File: src/rtl/udr_pkg.sv
package udr_pkg;
    localparam int DATA_W = 8;
    localparam int STS_W  = 16;

    localparam int B_PAR  = 15;
    localparam int B_OVR  = 14;
    localparam int B_FRM  = 13;
    localparam int B_FULL = 12;
    localparam int B_TXE  = 11;
    localparam int B_RIE  = 9;
    localparam int B_ECLR = 8;
    localparam int B_LEN7 = 0;

    typedef struct packed {
        logic [DATA_W-1:0] rbuf;
        logic              full;
        logic              par;
        logic              ovr;
        logic              frm;
    } rx_state_t;

    typedef struct packed {
        logic [DATA_W-1:0] hold;
        logic              load;
        logic              empty;
    } tx_state_t;

    typedef struct packed {
        logic rie;
        logic len7;
    } ctl_state_t;
endpackage

File: src/rtl/udr_rx_path.sv
module udr_rx_path
    import udr_pkg::*;
(
    input  logic              clk,
    input  logic              rst_n,
    input  logic              rx_valid,
    input  logic [DATA_W-1:0] rx_data,
    input  logic              rx_perr,
    input  logic              rx_ferr,
    input  logic              take,
    input  logic              err_clr,
    output rx_state_t         st
);
    rx_state_t st_d, st_q;

    always_comb begin
        st_d = st_q;
        // clear first so that a same-cycle error still lands
        if (err_clr) begin
            st_d.par = 1'b0;
            st_d.ovr = 1'b0;
            st_d.frm = 1'b0;
        end
        if (rx_valid) begin
            if (!st_q.full || take) begin
                st_d.rbuf = rx_data;
                st_d.full = 1'b1;
                if (rx_perr) st_d.par = 1'b1;
                if (rx_ferr) st_d.frm = 1'b1;
            end else begin
                st_d.ovr = 1'b1;
            end
        end else if (take) begin
            st_d.full = 1'b0;
        end
    end

    always_ff @(posedge clk or negedge rst_n) begin
        if (!rst_n) st_q <= '0;
        else        st_q <= st_d;
    end

    assign st = st_q;
endmodule

File: src/rtl/udr_tx_path.sv
module udr_tx_path
    import udr_pkg::*;
(
    input  logic              clk,
    input  logic              rst_n,
    input  logic              wr,
    input  logic [DATA_W-1:0] wdata,
    input  logic              accept,
    output tx_state_t         st
);
    tx_state_t st_d, st_q;

    always_comb begin
        st_d      = st_q;
        st_d.load = wr;
        if (wr) begin
            st_d.hold  = wdata;
            st_d.empty = 1'b0;
        end else if (accept) begin
            st_d.empty = 1'b1;
        end
    end

    always_ff @(posedge clk or negedge rst_n) begin
        if (!rst_n) begin
            st_q       <= '0;
            st_q.empty <= 1'b1;
        end else begin
            st_q <= st_d;
        end
    end

    assign st = st_q;
endmodule

File: src/rtl/udr_ctl.sv
module udr_ctl
    import udr_pkg::*;
(
    input  logic             clk,
    input  logic             rst_n,
    input  logic             wr,
    input  logic [STS_W-1:0] wdata,
    output ctl_state_t       st,
    output logic             err_clr
);
    ctl_state_t st_d, st_q;

    always_comb begin
        st_d = st_q;
        if (wr) begin
            st_d.rie  = wdata[B_RIE];
            st_d.len7 = wdata[B_LEN7];
        end
    end

    always_ff @(posedge clk or negedge rst_n) begin
        if (!rst_n) st_q <= '0;
        else        st_q <= st_d;
    end

    assign st      = st_q;
    assign err_clr = wr & wdata[B_ECLR];
endmodule

File: src/rtl/uart_dreg_status.sv
module uart_dreg_status
    import udr_pkg::*;
(
    input  logic              clk,
    input  logic              rst_n,
    input  logic              data_rd,
    input  logic              data_wr,
    input  logic [DATA_W-1:0] wdata,
    output logic [DATA_W-1:0] rdata,
    input  logic              sts_wr,
    input  logic [STS_W-1:0]  sts_wdata,
    output logic [STS_W-1:0]  sts_rdata,
    input  logic              rx_valid,
    input  logic [DATA_W-1:0] rx_data,
    input  logic              rx_perr,
    input  logic              rx_ferr,
    output logic              tx_load,
    output logic [DATA_W-1:0] tx_data,
    input  logic              tx_accept,
    output logic              irq
);
    rx_state_t  rx_st;
    tx_state_t  tx_st;
    ctl_state_t ctl_st;
    logic       err_clr;

    udr_ctl u_ctl (
        .clk(clk), .rst_n(rst_n), .wr(sts_wr), .wdata(sts_wdata),
        .st(ctl_st), .err_clr(err_clr)
    );

    udr_rx_path u_rx (
        .clk(clk), .rst_n(rst_n), .rx_valid(rx_valid), .rx_data(rx_data),
        .rx_perr(rx_perr), .rx_ferr(rx_ferr), .take(data_rd),
        .err_clr(err_clr), .st(rx_st)
    );

    udr_tx_path u_tx (
        .clk(clk), .rst_n(rst_n), .wr(data_wr), .wdata(wdata),
        .accept(tx_accept), .st(tx_st)
    );

    always_comb begin
        rdata = rx_st.rbuf;
        if (ctl_st.len7) rdata[DATA_W-1] = 1'b0;
    end

    always_comb begin
        sts_rdata         = '0;
        sts_rdata[B_PAR]  = rx_st.par;
        sts_rdata[B_OVR]  = rx_st.ovr;
        sts_rdata[B_FRM]  = rx_st.frm;
        sts_rdata[B_FULL] = rx_st.full;
        sts_rdata[B_TXE]  = tx_st.empty;
        sts_rdata[B_RIE]  = ctl_st.rie;
        sts_rdata[B_LEN7] = ctl_st.len7;
    end

    assign tx_load = tx_st.load;
    assign tx_data = tx_st.hold;
    assign irq     = ctl_st.rie & (rx_st.full | rx_st.par | rx_st.ovr | rx_st.frm);
endmodule

File: config.mk
export PLATFORM = sky130hd
export DESIGN_NAME = uart_dreg_status
export DESIGN_NICKNAME = d
export VERILOG_FILES = /design/src/rtl/udr_pkg.sv /design/src/rtl/udr_rx_path.sv /design/src/rtl/udr_tx_path.sv /design/src/rtl/udr_ctl.sv /design/src/rtl/uart_dreg_status.sv
export SDC_FILE = /design/constraint.sdc
export NUM_CORES = 1
export LEC_CHECK = 0
export CAP_MARGIN = 40
export CORE_MARGIN = 5
export CORE_UTILIZATION = 35
export DETAILED_ROUTE_END_ITERATION = 16
export PLACE_DENSITY = 0.8
export SLEW_MARGIN = 20
export SYNTH_ARGS = -nofsm -noshare
export SYNTH_HDL_FRONTEND = slang
export SYNTH_SLANG_ARGS = --single-unit
File: constraint.sdc
create_clock -name clk -period 1.8 [get_ports clk]
set_clock_uncertainty 0.1 [all_clocks]
set_input_delay 0.18 -clock clk [delete_from_list [all_inputs] [get_ports clk]]
set_output_delay 0.18 -clock clk [all_outputs]
set_load 0.005 [all_outputs]
Word-level counts from Yosys, hierarchy flattened
Index checks and enable logic that the tools add are counted.
{"block": "op_classes", "bitwise": 5, "muxes": 12, "reduce_logical": 6, "n_eq_ne": 1}
{"cell": "2-to-1 mux 1 bit", "count": 9}
{"cell": "2-to-1 mux 3 bit", "count": 2}
{"cell": "AND reduction 2 bit", "count": 2}
{"cell": "nonzero test 2 bit", "count": 2}
{"cell": "OR 1 bit", "count": 3}
{"cell": "AND 1 bit", "count": 2}
{"cell": "2-to-1 mux 2 bit", "count": 1}
{"cell": "!= test 2 x 1 -> 1 bit (second input constant)", "count": 1}
{"cell": "logical NOT 1 bit", "count": 1}
{"cell": "logical OR 1 bit", "count": 1}
{"block": "word_totals", "output_inout_bits": 34, "regBits": 24, "inputBits": 41}

Logic depth before layout (Yosys ltp)
Gate-level depths: netlist (run 1).
{"block": "logic_depth", "ltp_word": 5, "mapped_depth": 3}

Hierarchy
A second synthesis (run 1) with hierarchy kept.
{"block": "hier_totals", "cells_unflattened": 69, "hier_area_um2": 1052.3}
{"mod": "udr_rx_path", "instances": 1, "cells_each": 32, "seq_area_each_um2": 300.3, "area_per_inst_um2": 490.5}
{"mod": "udr_tx_path", "instances": 1, "cells_each": 20, "seq_area_each_um2": 251.5, "area_per_inst_um2": 392.9}
{"mod": "uart_dreg_status", "instances": 1, "cells_each": 12, "seq_area_each_um2": 0.0, "area_per_inst_um2": 88.8}
{"mod": "udr_ctl", "instances": 1, "cells_each": 5, "seq_area_each_um2": 50.0, "area_per_inst_um2": 80.1}

Worst setup path after synthesis (run 1)
Ideal clock, no wire load.
{"block": "synth_path", "path_type": "register -> register", "start": "reg u_rx.st_q, in the netlist u_rx.st[3]", "end": "reg u_rx.st_q, in the netlist u_rx.st[10]", "required_time_ns": 1.575, "setup_time_ns": 0.125, "n_path_buf": 0, "arrival_time_ns": 0.897, "slack_ns": 0.678, "stages_incl_launch_ff": 4, "synth_period_minus_slack_ns": 1.122, "path_cell_list": "dfrtp_1 nand2b_4 nand2_4 mux2_2"}
{"block": "synth_via", "elab_chain_cells": 3}
{"element": "start: declaration", "line_no": "udr_rx_path.sv:14", "text": "rx_state_t st_d, st_q;"}
{"element": "start signal: assignment", "line_no": "udr_rx_path.sv:40", "text": "else st_q <= st_d;"}
{"element": "logical NOT 1 bit", "line_no": "udr_rx_path.sv:25", "text": "if (!st_q.full || take) begin"}
{"element": "logical OR 1 bit", "line_no": "udr_rx_path.sv:25"}
{"element": "AND reduction 2 bit (no line)"}
No other way between the ends.
A chain may end at the register's enable or synchronous reset.

Worst setup path after layout (run 1)
{"block": "layout_path", "start": "reg u_rx.st_q, in the netlist u_rx.st[0]", "end": "out irq"}
{"block": "layout_via", "elab_chain_cells": 2}
{"element": "OR 1 bit", "line_no": "uart_dreg_status.sv:61", "text": "assign irq = ctl_st.rie & (rx_st.full | rx_st.par | rx_st.ovr | rx_st.frm);"}
{"element": "AND 1 bit", "line_no": "uart_dreg_status.sv:61"}
{"element": "end: declaration", "line_no": "uart_dreg_status.sv:20", "text": "output logic irq"}
No other way between the ends.

==> metrics.log, run 1 <==
INFO  metric drt-total-wl = 2.14 mm
INFO  metric mostFrequentLayoutCell = clkdlybuf4s50_1
INFO  metric most-common-layout-cells = clkdlybuf4s50_1 (51), dfrtp_1 (23), mux2_2 (18), conb_1 (9)
INFO  metric worstSetupPathDepth = 2
INFO  metric number_of_hold_violations_in_the_final_report = 0
INFO  metric area.growth.synth_to_final = 47.0%
INFO  metric worst_setup_hold_path_clk_slew = 0.13 ns
INFO  metric power = 1.32 mW
INFO  metric timing.critical_path.max_delay_family = flip-flops
INFO  metric critical_path.startpoint_type = flip-flop
INFO  metric critical_path.startpoint = u_rx.st[0]
INFO  metric max_clock_freq = 593 MHz
INFO  metric wire_per_inst = 13.9 µm
INFO  metric cts_sinks = 24
INFO  metric final_nets = 163
INFO  metric final_area = around 1500 µm²
INFO  metric drt-vias-per-instance = 4.49
INFO  metric htree_levels = 1
INFO  metric finalCritPeriodShare = 0.936
INFO  metric insertion_delay = 0.31 ns
INFO  metric worstReg2RegEnd = u_rx.st[7]
INFO  metric ys_ff_latch = 24
INFO  metric firstDrtPassIters = 2
INFO  metric cts_tree = done
INFO  metric number_of_buffers_and_inverters_on_the_critical_path = 1
INFO  metric critical_path_maximum_fanout = 3
INFO  metric leakage_power = around 0.66 nW
INFO  metric crit_end = irq
INFO  metric yosysSeqAreaShare = 0.571
INFO  metric antennaDiodeCount = 0
INFO  metric end_kind = output port
INFO  metric timing_max_transition_violations_final = 0
INFO  metric ctsLongestPathBuffers = 2
INFO  metric final.setup.worst_slack = 0.115 ns
INFO  metric start_util = 0.354
INFO  metric dpl-instance-area = roughly 1500 µm²
INFO  metric final.min_clock_period = 1.69 ns
INFO  metric ant_nets = 0
INFO  metric pin_count = between 70 and 80
INFO  metric area_of_the_die = 4210 µm²
INFO  metric worst_ep_arrival_time = approximately 1.4 ns
INFO  metric total_standard_cell_area_after_synthesis = 1050 µm²
INFO  metric routabilityCongestion = 0.682
INFO  metric report.final.setup_viol = 0
INFO  metric number_of_global_route_vias_before_repair = 837
INFO  metric critPathRequiredTime = 1.52 ns
INFO  metric synthCells = 77
INFO  metric irDropWorstVdd = between 400 and 500 µV
INFO  metric maximum_number_of_pins_on_one_net_before_global_route_repair = 25
INFO  metric num_rows = 20
INFO  metric reg2reg_slack = 0.56 ns
INFO  metric final.setup.tns = 0 ns
INFO  metric postSynthAreaPerCell = 13.7 µm²
INFO  metric ys_warn_count = 0
INFO  metric drive_above_1_share = 0.215
INFO  metric number_of_library_cell_types_mapped_by_synthesis = 15
INFO  metric number_of_buffers_inserted_during_clock_tree_synthesis = 3
INFO  metric power.density = 850 nW/µm²
INFO  metric grt_usage = 0.111
INFO  metric cap_viol_max_count = 0
INFO  metric worst_r2r_path_depth = 3
INFO  metric die_w = about 65 µm
INFO  metric cp_slowest_stage_delay = 0.42 ns
INFO  metric worst_path_max_delay_cell = dfrtp_1
INFO  metric grt.overflow.total = 0
INFO  metric chipHeight = between 60 and 70 µm
INFO  metric pre_cts_setup_slack = 0.270 ns
INFO  metric hpwlAfterDp = 1.76 mm
INFO  metric worstSetupPathType = reg2out
INFO  metric grt_first_pass_wirelength = 3.68 mm
INFO  metric antenna_found_initial = 0
INFO  metric crit_chain = o41a_1 > dlygate4sd2_1
INFO  metric core-area = 2980 µm²
INFO  metric outcome = complete, no violations
INFO  metric clock-root-buffer = clkbuf_4
INFO  metric post_cts.repair.setup_buffers = 0
INFO  metric hp-class = in2async
INFO  metric drc = 0
INFO  metric drt_iter0_markers = 9
INFO  metric worst_r2r_startpoint = u_rx.st[3]
INFO  metric grt_setup_unrepaired = no
INFO  metric num_vias = around 690
INFO  metric numPortBuffers = 52
[routing by layer]
metal | track usage | vias up | part of all wire
li1 | - | 317 | -
met1 | 0.123 | 335 | 0.38
met2 | 0.197 | 40 | 0.50
met3 | 0.0468 | 0 | 0.12
met4 | 0.0237 | 0 | 0
met5 | 0 | - | 0
[cells by family (layout without fill, tap and decap cells)]
family	after synthesis	count (layout)	synth area share
buf+inv	22	58	0.151
other cells	1	9	0.00356
simple gates	8	8	0.0475
flops	24	24	0.571
mux	18	18	0.192
compound gates	4	4	0.0344
[timing repair]
| action | CTS | global route |
|---|---|---|
| hold buffers | 0 | 0 |
| endpoints found under the setup margin | 1 | 0 |
| resized for setup | 1 | 0 |
[worst min path at each step]
stage | to | start | slack [ns] | cells after the start
after floorplan | u_ctl.st[0] | rst_n | -0.22 | 0
after global placement | u_tx.st[0] | u_tx.st[0] | 0.38 | 2
after detailed placement | u_tx.st[0] | u_tx.st[0] | 0.38 | 2
after CTS | u_tx.st[8] | rst_n | 0.11 | 2
after global routing | u_tx.st[8] | rst_n | 0.11 | 2
final | u_tx.st[8] | rst_n | 0.11 | 2
[state kept, by name, indices dropped and copies added (netlist names)]
| name | flops |
|---|---|
| u_rx.st | 12 |
| u_ctl.st | 2 |
| u_tx.st | 10 |
[through the flow]
stage               std cells   util  hold WS [ns]
finish                    154  0.520         0.115
global route              154  0.520         0.108
CTS                       154  0.520         0.112
detailed placement        150  0.503         0.375
global placement          150  0.503         0.375
floorplan                  85      -        -0.216
[power by group]
group | switching, mW | leakage [nW] | total (mW) | internal [mW]
logic | 0.0874 | 0.352 | 0.299 | 0.212
clock network | 0.155 | 0.0279 | 0.380 | 0.225
registers | 0.0356 | 0.279 | 0.638 | 0.602
[area by class of cell]
class,instances,area [µm²]
flip-flops and latches,24,602
clock inverters,1,30.0
clock buffers,3,22.5
fillers,265,1430
inverters,1,3.75
well taps,33,41.3
repair buffers,53,527
multi-input cells,39,323
[synth_stat cells]
library cell  number  area share
dfrtp_1           23        0.55
buf_4             20        0.14
mux2_2            18        0.19
nand2_1            3       0.011
a32o_1             2       0.019
nor2_1             2      0.0071
buf_2              1      0.0047
conb_1             1      0.0036
dfstp_2            1       0.025
inv_1              1      0.0036
nand2_4            1       0.011
nand2b_4           1       0.013
nor2b_1            1      0.0059
o21ai_0            1      0.0047
o41a_1             1       0.011
(Power assumes the default switching activity.)
==> run 2: changes to the inputs <==
--- a/config.mk
+++ b/config.mk
@@ -6,7 +6,7 @@
 export NUM_CORES = 1
 export LEC_CHECK = 0
 export CAP_MARGIN = 40
-export CORE_MARGIN = 5
+export CORE_MARGIN = 2
 export CORE_UTILIZATION = 35
 export DETAILED_ROUTE_END_ITERATION = 16
 export PLACE_DENSITY = 0.8
==> run 2 against run 1 <==
  * The flow now finishes with violations (design-rule violations)
  * Via count increased by 2.7%
  * Sequential power barely moved
  * Setup slack better by 0.0045 ns
  * Hold slack improved by 0.0028 ns
  * Total power shrank 7.0%
  * Critical path type unchanged
  * Die area down 18%
  * Sequential share of layout area fell by 0.094 points
  * Clock power down 27%
  * Sequential cell count is the same
  * Critical path depth did not move
==> metrics.log, run 2 (synthesis results as in run 1) <==
INFO  metric critical_path.startpoint = u_rx.st[0]
INFO  metric drive_above_1_share = 0.234
INFO  metric finalCritPeriodShare = 0.934
INFO  metric antenna_found_initial = 0
INFO  metric num_vias = 711
INFO  metric post_layout_nonfiller_instances = 155
INFO  metric die_w = 58.9 µm
INFO  metric number_of_global_route_vias_before_repair = 766
INFO  metric area_of_the_die = between 3000 and 4000 µm²
INFO  metric final.min_clock_period = 1.68 ns
INFO  metric insertion_delay = 0.30 ns
INFO  metric cap_viol_max_count = 0
INFO  metric grt_setup_unrepaired = no
INFO  metric mostFrequentLayoutCell = clkdlybuf4s50_1
INFO  metric cts_tree = done
INFO  metric outcome = finished with violations
INFO  metric multi_input_area = 323 µm²
INFO  metric gr-usage-met2 = 0.232
INFO  metric max_clock_freq = 595 MHz
INFO  metric start_util = 0.376
INFO  metric worstSetupPathType = reg2out
INFO  metric largest_register_ff_count = 12
INFO  metric cp_slowest_stage_delay = about 0.42 ns
INFO  metric worst_r2r_startpoint = u_rx.st[3]
INFO  metric gr-max-usage-layer = met2
INFO  metric utilization = 0.554
INFO  metric most-common-layout-cells = clkdlybuf4s50_1 (51), dfrtp_1 (23), mux2_2 (18), conb_1 (9), buf_4 (4)
INFO  metric hold_ws = 0.118 ns
INFO  metric reg2reg_slack = around 0.55 ns
INFO  metric wire_per_inst = 13.2 µm
INFO  metric leakage_power = approximately 0.67 nW
INFO  metric drt-total-wl = 2.04 mm
INFO  metric area.growth.synth_to_final = 47.4%
INFO  metric ant_nets = 0
INFO  metric drt_iter0_markers = 10
INFO  metric grt_use_met1 = 0.145
INFO  metric drc = 3
INFO  metric critPathRequiredTime = 1.52 ns
INFO  metric power.density = between 700 and 800 nW/µm²
INFO  metric timing_max_transition_violations_final = 0
INFO  metric number_of_hold_violations_in_the_final_report = 0
INFO  metric cts_sinks = 24
INFO  metric worstReg2RegEnd = u_rx.st[7]
INFO  metric num_rows = 19
INFO  metric antennaDiodeCount = 0
INFO  metric worst_r2r_path_depth = 4
INFO  metric critical_path.startpoint_type = flip-flop
INFO  metric pre_cts_setup_slack = 0.274 ns
INFO  metric grt_usage = 0.132
INFO  metric failing_checks = design-rule violations
INFO  metric maximum_number_of_pins_on_one_net_before_global_route_repair = 25
INFO  metric final.setup.tns = 0 ns
INFO  metric final.setup.worst_slack = 0.119 ns
INFO  metric drt-vias-per-instance = about 4.6
INFO  metric worst_ep_arrival_time = roughly 1.4 ns
INFO  metric final_nets = 166
INFO  metric end_kind = output port
INFO  metric irDropWorstVdd = 402 µV
INFO  metric seqCellArea = 602 µm²
INFO  metric htree_levels = 1
INFO  metric firstDrtPassIters = 10
INFO  metric grt_first_pass_wirelength = 3.42 mm
INFO  metric met3_usage = 0.0418
INFO  metric routabilityCongestion = roughly 0.7
INFO  metric pin_count = 75
INFO  metric grt.overflow.total = 0
INFO  metric numPortBuffers = 52
INFO  metric worst_path_max_delay_cell = o41a_1
INFO  metric hp-class = in2async
INFO  metric fillers = 257
INFO  metric ctsLongestPathBuffers = 2
INFO  metric crit_chain = o41a_1 > dlygate4sd2_1
INFO  metric report.final.setup_viol = 0
INFO  metric critical_path_maximum_fanout = 2
INFO  metric numPlacedInstances = between 100 and 150
INFO  metric number_of_buffers_inserted_during_clock_tree_synthesis = 3
INFO  metric worst_setup_hold_path_clk_slew = roughly 0.13 ns
INFO  metric clock-root-buffer = clkbuf_4
INFO  metric chipHeight = slightly below 60 µm
INFO  metric core-area = about 2800 µm²
-- run 2: cell types whose count changed in the layout (fill, tap and decap cells not counted), sizes merged --
cell	change
buf	+3
bufinv	-1
clkbuf	+1
-- run 2: worst max-delay path: cells and delay by family, from the launching register on --
| family | cells | cell delay [ns] |
|---|---|---|
| flip-flops | 1 | 0.41 |
| AO/OA/AOI/OAI | 1 | 0.42 |
| buffers and inverters | 1 | 0.27 |
-- run 2: area by class of cell --
class	instances	share of cell area
clock buffers	4	0.0234
inverters	1	0.00242
repair buffers	56	0.354
flip-flops and latches	24	0.388
well taps	31	0.0250
multi-input cells	39	0.208
-- run 2: where the power goes --
group	total [mW]	internal, mW	switching, mW
sequential	0.635	0.602	0.0332
clock	0.277	0.123	0.154
combinational	0.313	0.221	0.0916
total	1.23	0.947	0.279
-- run 2: stage by stage --
step | instance area, µm² | power [mW]
2_1_floorplan | 1080 | 0.794
3_3_place_gp | 1500 | 0.942
3_5_place_dp | 1500 | 0.955
4_1_cts | 1550 | 1.25
5_1_grt | 1550 | 1.30
6_report | 1550 | 1.23
-- run 2: worst max-delay path by stage --
stage | endpoint | cells past startpoint
final | irq | 2
after global routing | irq | 2
after CTS | irq | 2
after detailed placement | irq | 2
after global placement | irq | 2
after floorplan | u_rx.st[10] | 3
-- run 2: what timing repair did --
action | CTS | global route
endpoints found under the setup margin | 1 | 0
hold buffers | 0 | 0
setup buffers | 3 | 0
resized for setup | 1 | 0
-- run 2: layer usage --
layer | share of wire | up-vias
li1 | - | 322
met3 | 0.10 | 2
met4 | 0.0059 | 0
met5 | 0 | -
met1 | 0.36 | 345
met2 | 0.53 | 42
==> run 3: changes to the inputs <==
--- a/config.mk
+++ b/config.mk
@@ -9,6 +9,7 @@
 export CORE_MARGIN = 2
 export CORE_UTILIZATION = 35
 export DETAILED_ROUTE_END_ITERATION = 16
+export MAX_ROUTING_LAYER = met4
 export PLACE_DENSITY = 0.8
 export SLEW_MARGIN = 20
 export SYNTH_ARGS = -nofsm -noshare
==> run 3 against run 2 <==
  * The run still ends with design-rule violations left
  * Sequential share of layout area unchanged
  * Critical endpoint unchanged
  * Register-to-register slack about the same
  * Sequential power barely moved
==> metrics.log, run 3 (synthesis results as in run 1) <==
INFO  metric core-area = 2810 µm²
INFO  metric hp-class = in2async
INFO  metric ctsLongestPathBuffers = 2
INFO  metric final_nets = 166
INFO  metric largest_register_ff_count = 12
INFO  metric finalCritPeriodShare = 0.935
INFO  metric critPathRequiredTime = 1.52 ns
INFO  metric reg2reg_slack = 0.54 ns
INFO  metric drive_above_1_share = 0.234
INFO  metric grt_setup_unrepaired = no
INFO  metric numPortBuffers = 52
INFO  metric drc = 3
INFO  metric switching_share = 0.228
INFO  metric area_of_the_die = between 3000 and 4000 µm²
INFO  metric worst_r2r_path_depth = 4
INFO  metric final.setup.worst_slack = roughly 0.12 ns
INFO  metric routabilityCongestion = 0.704
INFO  metric dpl-instance-area = 1500 µm²
INFO  metric cp_slowest_stage_delay = between 0.4 and 0.5 ns
INFO  metric cap_viol_max_count = 0
INFO  metric number_of_hold_violations_in_the_final_report = 0
INFO  metric power.density = 790 nW/µm²
INFO  metric cts_tree = done
INFO  metric ant_nets = 0
INFO  metric final_area = 1550 µm²
INFO  metric htree_levels = 1
INFO  metric cts_sinks = 24
INFO  metric post_layout_nonfiller_instances = 155
INFO  metric worstSetupPathType = reg2out
INFO  metric numPlacedInstances = 148
INFO  metric pin_count = 75
INFO  metric failing_checks = design-rule violations
INFO  metric number_of_global_route_vias_before_repair = around 770
INFO  metric crit_chain = o41a_1 > dlygate4sd2_1
INFO  metric grt_usage = 0.136
INFO  metric worst_path_max_delay_cell = o41a_1
INFO  metric outcome = finished with violations
INFO  metric critical_path.startpoint = u_rx.st[0]
INFO  metric final.setup.tns = 0 ns
INFO  metric worst_setup_hold_path_clk_slew = 0.13 ns
INFO  metric drt-vias-per-instance = 4.59
INFO  metric firstDrtPassIters = 10
INFO  metric most-common-layout-cells = clkdlybuf4s50_1 (51), dfrtp_1 (23), mux2_2 (18), conb_1 (9), buf_4 (4)
INFO  metric maximum_number_of_pins_on_one_net_before_global_route_repair = 25
INFO  metric wire_per_inst = 13.3 µm
INFO  metric crit_end = irq
INFO  metric antenna_found_initial = 0
INFO  metric fillers = about 260
INFO  metric chipHeight = 58.9 µm
INFO  metric area.growth.synth_to_final = 47.4%
INFO  metric hold_ws = between 0.1 and 0.15 ns
INFO  metric end_kind = output port
INFO  metric pre_cts_setup_slack = 0.274 ns
INFO  metric timing_max_transition_violations_final = 0
INFO  metric drt-total-wl = 2.06 mm
INFO  metric num_rows = 19
INFO  metric clock-root-buffer = clkbuf_4
INFO  metric worst_ep_arrival_time = approximately 1.4 ns
INFO  metric report.final.setup_viol = 0
INFO  metric grt_first_pass_wirelength = 3.41 mm
INFO  metric worstReg2RegEnd = u_rx.st[7]
INFO  metric number_of_buffers_inserted_during_clock_tree_synthesis = 3
INFO  metric clock_power_share = 0.227
INFO  metric final.min_clock_period = 1.68 ns
INFO  metric comb_power_share = 0.255
INFO  metric start_util = 0.376
INFO  metric power.share.sequential = 0.518
INFO  metric num_vias = 711
INFO  metric insertion_delay = 0.30 ns
INFO  metric mostFrequentLayoutCell = clkdlybuf4s50_1
INFO  metric grt.overflow.total = 0
INFO  metric irDropWorstVdd = 403 µV
INFO  metric antennaDiodeCount = 0
INFO  metric max_clock_freq = 594 MHz
INFO  metric p_sw = 0.280 mW
INFO  metric p_int = 0.947 mW
INFO  metric leakage_power = approximately 0.67 nW
INFO  metric die_w = 58.9 µm
INFO  metric critical_path_maximum_fanout = 2
INFO  metric drt_iter0_markers = 12
INFO  metric critical_path.startpoint_type = flip-flop
INFO  metric worst_r2r_startpoint = u_rx.st[3]
==> run 3: cell counts in the layout (fill, tap and decap cells not counted) <==
Identical to the previous run, type by type.
==> run 3: power groups by stage <==
stage / combinational [mW] / sequential (mW) / clock, mW
finish: 0.313 / 0.636 / 0.278
global route: 0.339 / 0.646 / 0.319
CTS: 0.319 / 0.637 / 0.293
detailed placement: 0.305 / 0.650 / 0
global placement: 0.297 / 0.645 / 0
floorplan: 0.149 / 0.644 / 0
==> run 3: through the flow <==
step / power [mW] / util
after floorplan: 0.794 / -
after CTS: 1.25 / 0.554
final: 1.23 / 0.554
after detailed placement: 0.955 / 0.533
after global routing: 1.30 / 0.554
after global placement: 0.942 / 0.533
==> run 3: final cells by class <==
type,instances,area [µm²],share of cell area
clock buffer,4,36.3,0.0234
inverter,1,3.75,0.00242
multi-input combinational,39,323,0.208
sequential,24,602,0.388
tap,31,38.8,0.0250
timing repair buffer,56,549,0.354
==> run 3: worst min path at each step <==
stage	start	endpoint	slack [ns]	cells after the start
after detailed placement	u_tx.st[0]	u_tx.st[0]	0.39	2
after global placement	u_tx.st[0]	u_tx.st[0]	0.38	2
after floorplan	rst_n	u_ctl.st[0]	-0.22	0
after global routing	rst_n	u_tx.st[3]	0.12	2
final	rst_n	u_tx.st[9]	0.12	2
after CTS	rst_n	u_tx.st[9]	0.12	2
==> run 3: worst max-delay path, delay by kind of cell (launching register included) <==
family	cells	cell delay [ns]
AO/OA/AOI/OAI	1	0.42
buffers and inverters	1	0.27
flip-flops	1	0.41
==> run 3: timing repair <==
| action | CTS | global route |
|---|---|---|
| resized for setup | 1 | 0 |
| hold buffers | 0 | 0 |
| buffers inserted | 3 | 0 |
| setup endpoints to repair | 1 | 0 |
==> run 3: per-layer routing <==
layer,vias up,routed length (µm),global-route usage
li1,323,-,-
met1,344,768,0.148
met2,42,1100,0.235
met3,2,177,0.0308
met4,0,12,0.0584
met5,-,0,-
